**src/rtl/mig_pkg.sv**
```systemverilog
// Package for the page migration guard.
// Holds the saturating increment shared by the counter bank.
// Assumes counters are at most 32 bits wide.
package mig_pkg;
    function automatic logic [31:0] sat_inc(input logic [31:0] v, input logic [31:0] maxv);
        return (v >= maxv) ? maxv : v + 32'd1;
    endfunction
endpackage

```
**src/rtl/mig_counter_bank.sv**
```systemverilog
// Per-node access counters with the migration compare.
// Assumes at most one update per cycle. Clear has priority over an update.
// The interrupt is registered one cycle after the update.
module mig_counter_bank #(
    parameter int NODES  = 64,
    parameter int CNT_W  = 12,
    parameter int NODE_W = $clog2(NODES)
) (
    input  logic              clk,
    input  logic              rst_n,
    input  logic              upd_en,
    input  logic [NODE_W-1:0] upd_node,
    input  logic              clr,
    input  logic [NODE_W-1:0] home_node,
    input  logic [CNT_W-1:0]  threshold,
    output logic              irq,
    output logic [NODE_W-1:0] irq_node
);
    localparam logic [CNT_W-1:0] MAXC = {CNT_W{1'b1}};

    logic [CNT_W-1:0] cnt_q [NODES];
    logic [CNT_W-1:0] req_next;
    logic [CNT_W:0]   bar;
    logic             fire;

    // compute the requester's next count and the migration decision
    always_comb begin
        req_next = CNT_W'(mig_pkg::sat_inc(32'(cnt_q[upd_node]), 32'(MAXC)));
        bar      = {1'b0, cnt_q[home_node]} + {1'b0, threshold};
        fire     = upd_en && !clr && (upd_node != home_node) && ({1'b0, req_next} > bar);
    end

    for (genvar g = 0; g < NODES; g++) begin : g_cnt
        // per-node counter: clear, or saturating increment on its own update
        always_ff @(posedge clk) begin
            if (!rst_n || clr)
                cnt_q[g] <= '0;
            else if (upd_en && upd_node == NODE_W'(g))
                cnt_q[g] <= req_next;
        end
    end

    // register the interrupt pulse and the node that caused it
    always_ff @(posedge clk) begin
        if (!rst_n) begin
            irq      <= 1'b0;
            irq_node <= '0;
        end else begin
            irq <= fire;
            if (fire)
                irq_node <= upd_node;
        end
    end
endmodule

```
**src/rtl/mig_poison_map.sv**
```systemverilog
// One poison bit per line of the page.
// Assumes the page is poisoned as a whole. Completion has priority over poisoning.
module mig_poison_map #(
    parameter int LINES  = 32,
    parameter int LINE_W = $clog2(LINES)
) (
    input  logic              clk,
    input  logic              rst_n,
    input  logic              set_all,
    input  logic              clr_all,
    input  logic [LINE_W-1:0] line,
    output logic              hit,
    output logic [LINES-1:0]  bits
);
    // hold the poison bits of every line
    always_ff @(posedge clk) begin
        if (!rst_n || clr_all)
            bits <= '0;
        else if (set_all)
            bits <= '1;
    end

    assign hit = bits[line];
endmodule

```
**src/rtl/mig_pending_fifo.sv**
```systemverilog
// FIFO of node numbers waiting for a migration to finish.
// Assumes the caller never pushes when full and never pops when empty.
module mig_pending_fifo #(
    parameter int DEPTH  = 8,
    parameter int W      = 6,
    parameter int PTR_W  = $clog2(DEPTH),
    parameter int CNT_WD = $clog2(DEPTH + 1)
) (
    input  logic              clk,
    input  logic              rst_n,
    input  logic              push,
    input  logic [W-1:0]      din,
    input  logic              pop,
    output logic [W-1:0]      head,
    output logic              full,
    output logic              empty,
    output logic [CNT_WD-1:0] count
);
    localparam logic [PTR_W-1:0] LAST = PTR_W'(DEPTH - 1);

    logic [W-1:0]     mem [DEPTH];
    logic [PTR_W-1:0] wr_q, rd_q;

    // storage write, no reset needed for the data
    always_ff @(posedge clk) begin
        if (push)
            mem[wr_q] <= din;
    end

    // pointer and occupancy bookkeeping
    always_ff @(posedge clk) begin
        if (!rst_n) begin
            wr_q  <= '0;
            rd_q  <= '0;
            count <= '0;
        end else begin
            if (push)
                wr_q <= (wr_q == LAST) ? '0 : wr_q + 1'b1;
            if (pop)
                rd_q <= (rd_q == LAST) ? '0 : rd_q + 1'b1;
            count <= count + CNT_WD'(push) - CNT_WD'(pop);
        end
    end

    assign head  = mem[rd_q];
    assign full  = (count == CNT_WD'(DEPTH));
    assign empty = (count == '0);
endmodule

```
**src/rtl/page_migrate_guard.sv**
```systemverilog
// Top of the page migration guard for one page at its home node.
// Counts accesses per node, raises a migration interrupt, poisons the page on
// request, queues nodes that touch poisoned lines and releases them in order.
// Assumes mig_done and poison_all are single-cycle pulses from the home's handler.
module page_migrate_guard #(
    parameter int NODES  = 64,
    parameter int LINES  = 32,
    parameter int CNT_W  = 12,
    parameter int QDEPTH = 8,
    parameter int NODE_W = $clog2(NODES),
    parameter int LINE_W = $clog2(LINES)
) (
    input  logic              clk,
    input  logic              rst_n,
    input  logic              acc_valid,
    input  logic [NODE_W-1:0] acc_node,
    input  logic [LINE_W-1:0] acc_line,
    output logic              acc_ready,
    input  logic [NODE_W-1:0] home_node,
    input  logic [CNT_W-1:0]  threshold,
    input  logic              poison_all,
    input  logic              mig_done,
    output logic              resp_valid,
    output logic              resp_err,
    output logic              mig_irq,
    output logic [NODE_W-1:0] mig_target,
    output logic              release_valid,
    output logic [NODE_W-1:0] release_node
);
    localparam int QCW = $clog2(QDEPTH + 1);

    logic              accept, hit, push, pop, q_full, q_empty, draining;
    logic [LINES-1:0]  poison_vec;
    logic [QCW-1:0]    q_count;
    logic [NODE_W-1:0] q_head;

    assign acc_ready = !q_full;
    assign accept    = acc_valid && acc_ready;
    assign push      = accept && hit;
    assign pop       = (mig_done || draining) && !q_empty;

    mig_counter_bank #(.NODES(NODES), .CNT_W(CNT_W), .NODE_W(NODE_W)) u_cnt (
        .clk(clk), .rst_n(rst_n), .upd_en(accept && !hit), .upd_node(acc_node),
        .clr(mig_done), .home_node(home_node), .threshold(threshold),
        .irq(mig_irq), .irq_node(mig_target)
    );

    mig_poison_map #(.LINES(LINES), .LINE_W(LINE_W)) u_poison (
        .clk(clk), .rst_n(rst_n), .set_all(poison_all), .clr_all(mig_done),
        .line(acc_line), .hit(hit), .bits(poison_vec)
    );

    mig_pending_fifo #(.DEPTH(QDEPTH), .W(NODE_W)) u_fifo (
        .clk(clk), .rst_n(rst_n), .push(push), .din(acc_node), .pop(pop),
        .head(q_head), .full(q_full), .empty(q_empty), .count(q_count)
    );

    // drain state: begins at completion, ends once the queue is empty
    always_ff @(posedge clk) begin
        if (!rst_n)
            draining <= 1'b0;
        else if (mig_done)
            draining <= 1'b1;
        else if (q_empty)
            draining <= 1'b0;
    end

    // registered access response and node release
    always_ff @(posedge clk) begin
        if (!rst_n) begin
            resp_valid    <= 1'b0;
            resp_err      <= 1'b0;
            release_valid <= 1'b0;
            release_node  <= '0;
        end else begin
            resp_valid    <= accept;
            resp_err      <= push;
            release_valid <= pop;
            if (pop)
                release_node <= q_head;
        end
    end
endmodule

```
**config.mk**
```make
export PLATFORM = sky130hd
export DESIGN_NAME = page_migrate_guard
export DESIGN_NICKNAME = d
export VERILOG_FILES = /design/src/rtl/mig_pkg.sv /design/src/rtl/mig_counter_bank.sv /design/src/rtl/mig_poison_map.sv /design/src/rtl/mig_pending_fifo.sv /design/src/rtl/page_migrate_guard.sv
export SDC_FILE = /design/constraint.sdc
export NUM_CORES = 2
export LEC_CHECK = 0
export ABC_CLOCK_PERIOD_IN_PS = 13800
export BUFFER_PORTS_ARGS = -buffer_cell sky130_fd_sc_hd__buf_4
export CORE_MARGIN = 1.5
export CORE_UTILIZATION = 69
export CTS_CLUSTER_DIAMETER = 80
export CTS_CLUSTER_SIZE = 25
export DETAILED_ROUTE_END_ITERATION = 16
export PLACE_DENSITY_LB_ADDON = 0.05
export SETUP_SLACK_MARGIN = 0.02
export SYNTH_ARGS = -nofsm -noshare
export SYNTH_HDL_FRONTEND = slang
export SYNTH_SLANG_ARGS = --single-unit
```
**constraint.sdc**
```tcl
create_clock -name clk -period 13.8 [get_ports clk]
set_clock_uncertainty 0.15 [all_clocks]
set_input_delay 1.38 -clock clk [delete_from_list [all_inputs] [get_ports clk]]
set_output_delay 1.38 -clock clk [all_outputs]
set_load 0.005 [all_outputs]
```
==> flow_metrics.tcl <==
set metrics [dict create \
    p_leak_nw 16.0 \
    synth-xor-area-share_pct 0.401 \
    path_cells "buf_8 > buf_12 > mux4_2 > mux4_2 > mux4_2 > ha_1 > fa_1 > a21o_1 > a21oi_1 > o21bai_1 > a21oi_1 > o21bai_1 > a21oi_1 > o21bai_1 > a21oi_1 > xor2_1 > ha_1 > o21a_1 > o21ai_0 > nor4_1 > o21ai_0 > a21oi_1 > buf_4 > mux2i_1" \
    dr.pass1.iters 7 \
    synth_edf_count 816 \
    drive_gt1_share_pct 24.1 \
    vias 27600 \
    p_clk_share_pct 26.7 \
    cp-end-kind "register" \
    critPathSlowestCell "mux4_2" \
    synth-main-ff-cell "edfxtp_1" \
    vias_per_cell 7.45 \
    min_from "u_cnt.irq_node[4]" \
    mostFrequentLayoutCell "edfxtp_1" \
    cts_root_buffer "clkbuf_16" \
    path_clk_slew_ns 0.10 \
    cts_buffer_depth 3 \
    setup_viol 0 \
    critical_path_class "in2reg" \
    critPathMaxStageDelay_ns 0.65 \
    hold_depth 2 \
    p_sw_share_pct 26.9 \
    min_to "u_cnt.irq_node[4]" \
    maxCapViolations 2 \
    p_total_w 0.00528 \
    grt_max_degree 96 \
    avgRoutedWirePerCell_um 33.5 \
    grt_pass1_vias 27100 \
    fin_crit_ns 7.80 \
    core_um2 62900 \
    fp.dieW_um 255 \
    final_util_pct 72.7 \
    ys_ff_latch 844 \
    tightest_slew_ns 1.54 \
    slew_viol_final 10 \
    synth.net_count 3033 \
    hold_violations 0 \
    ant_nets 0 \
    synth_compound_area_share_pct 3.31 \
    grt_use_total_pct 39.4 \
    cts_max_level 2 \
    place_ws_ns 5.43 \
    grt.overflow.total 0 \
    finalWorstSetupSlack_ns 6.00 \
    r2r_end "u_cnt.irq_node[2]" \
    dieHeight_um 255 \
    fmax_mhz 128 \
    cts_made_buffers 41 \
    synth_top_family_by_area "multiplexers" \
    ys_types 57 \
    netlist_instances 2962 \
    power.share.sequential_pct 56.6 \
    synthArstFlopShare_pct 0 \
    clkLatencyLatePin_ns 0.64 \
    ctsHoldBuffers 0 \
    synth_area_per_cell_um2 14.7 \
    tns_ns 0 \
    synth-adder-area-share_pct 1.09 \
    power_switching_w 0.00142 \
    routed_wl_um 124000 \
    cp.arrival_ns 8.20 \
    cp.required_ns 14.20 \
    drcViolationCount 0 \
    comb_power_share_pct 16.7 \
    drt-initial-drc-count 4247 \
    whs_ns 0.320 \
    dieArea_um2 64800 \
    rsz0062_at_grt "no" \
    layout-area-overhead-vs-synth_pct 4.53 \
    p_per_area_nw_per_um2 116 \
    yosys.area_share.simple_pct 9.39 \
    cts.sinks 844 \
    maxSlewHeadroom_pct -3.23 \
    post_cts.repair.setup_buffers 0 \
    crit_fanout 87 \
    seq_area_frac_synth_pct 57.4 \
    violations "capacitance limit, slew limit" \
    internal_power_w 0.00386 \
    r2r_cells 23 \
    pin_count 51 \
    rows 92 \
    final_cell_mix "816 x edfxtp_1, 803 x nor2_1, 467 x mux4_2" \
    hp-class "reg2reg" \
    synthMuxAreaShare_pct 24.6 \
    cts_tree "yes" \
    io_buffers 45 \
    cts_resized 0 \
    grt_first_pass_wirelength_um 180000 \
    initial_utilization_pct 69.5 \
    yosys_warnings 0 \
    antenna_found_initial 8 \
    r2r_start "u_cnt.cnt_q[43][0]" \
    fin_nets 2909 \
    crit_top_cell "a21oi_1" \
    ir_drop_uv 118 \
    cp-start-kind "input pin" \
    netlist_area_um2 43700 \
    period_share_pct 56.5 \
    place_congestion 1.02 \
    dpl.hpwl_um 81100 \
    r2r_setup_slack_ns 7.63 \
    status "complete, but fails checks" \
]
[flip-flops by register name, summed over array words and instances, names as in the netlist, 3 cells and up]
signal and cells:
u_fifo.mem 48, u_cnt.irq_node 6, release_node 6, u_fifo.rd_q 3, u_fifo.wr_q 3, u_cnt.cnt_q 768
u_fifo.count 4
[final cells by class]
class	instances	area, um2
inverters	29	109
clock inverters	10	77.6
multi-input cells	1785	17100
clock buffers	58	1150
well taps	846	1060
repair buffers	137	1090
flip-flops and latches	844	25100
diodes	1	2.50
fillers	4066	17200
[power by group through the flow]
| stage | Clock [W] | Sequential (W) | Combinational (W) |
|---|---|---|---|
| after floorplan | 0 | 0.00301 | 0.000607 |
| after global placement | 0 | 0.00303 | 0.000840 |
| after detailed placement | 0 | 0.00304 | 0.000858 |
| after CTS | 0.00141 | 0.00299 | 0.000863 |
| after global routing | 0.00148 | 0.00300 | 0.000921 |
| final | 0.00141 | 0.00299 | 0.000879 |
[how the worst max path moves through the flow]
stage	startpoint	endpoint	slack, ns
floorplan	home_node[0]	u_cnt.irq_node[0]	6.30
finish	home_node[0]	u_cnt.irq_node[2]	6.00
detailed placement	home_node[0]	u_cnt.irq_node[4]	5.43
CTS	home_node[0]	u_cnt.irq_node[2]	6.00
global route	home_node[0]	u_cnt.irq_node[2]	5.55
global placement	home_node[0]	u_cnt.irq_node[1]	5.42
[Yosys cell counts (24+ instances only)]
cell type | n | area, um2
mux2i_1 | 24 | 240
inv_1 | 25 | 93.8
buf_1 | 32 | 120
edfxtp_1 | 816 | 24500
nor2_1 | 807 | 3030
ha_1 | 35 | 438
buf_2 | 55 | 275
nand2_1 | 126 | 473
mux4_2 | 467 | 10500
o21ai_0 | 71 | 355
buf_4 | 49 | 368
a22oi_1 | 41 | 308
clkbuf_1 | 148 | 556
dfxtp_1 | 28 | 561
[metrics by stage]
step | instance area [um2] | cells
floorplan | 43700 | 2962
global placement | 44400 | 3640
CTS | 45700 | 3708
finish | 45700 | 3710
global route | 45700 | 3709
detailed placement | 44400 | 3640
[logic make-up (layout without fill, tap and decap cells)]
logic type                 count (synthesis)  count (layout)
muxes                                    491             491
and+or+nand+nor                         1027            1027
DFF                                      844             844
AOI/OAI and AO/OA                        210             210
adders and majority gates                 37              37
xor gates and xnor gates                  20              20
buffers and inverters                    333             234
other                                      0               1
[critical path, delay by kind of cell]
| kind | cells | cell delay [ns] |
|---|---|---|
| buf+inv | 3 | 1.44 |
| simple gates | 1 | 0.26 |
| fa+ha+maj | 3 | 0.97 |
| xor+xnor | 1 | 0.10 |
| compound gates | 12 | 1.83 |
| mux | 4 | 2.00 |
[routing by layer]
metal  up-vias  wire length (um)  global-route usage [%]
met4        12              7130                    18.7
li1      11100                 -                       -
met3       337             18000                    12.5
met1     14000             41700                    53.3
met2      2163             57300                    59.2
met5         -                61                   0.150
No activity file was read; power rests on OpenSTA's default activity.
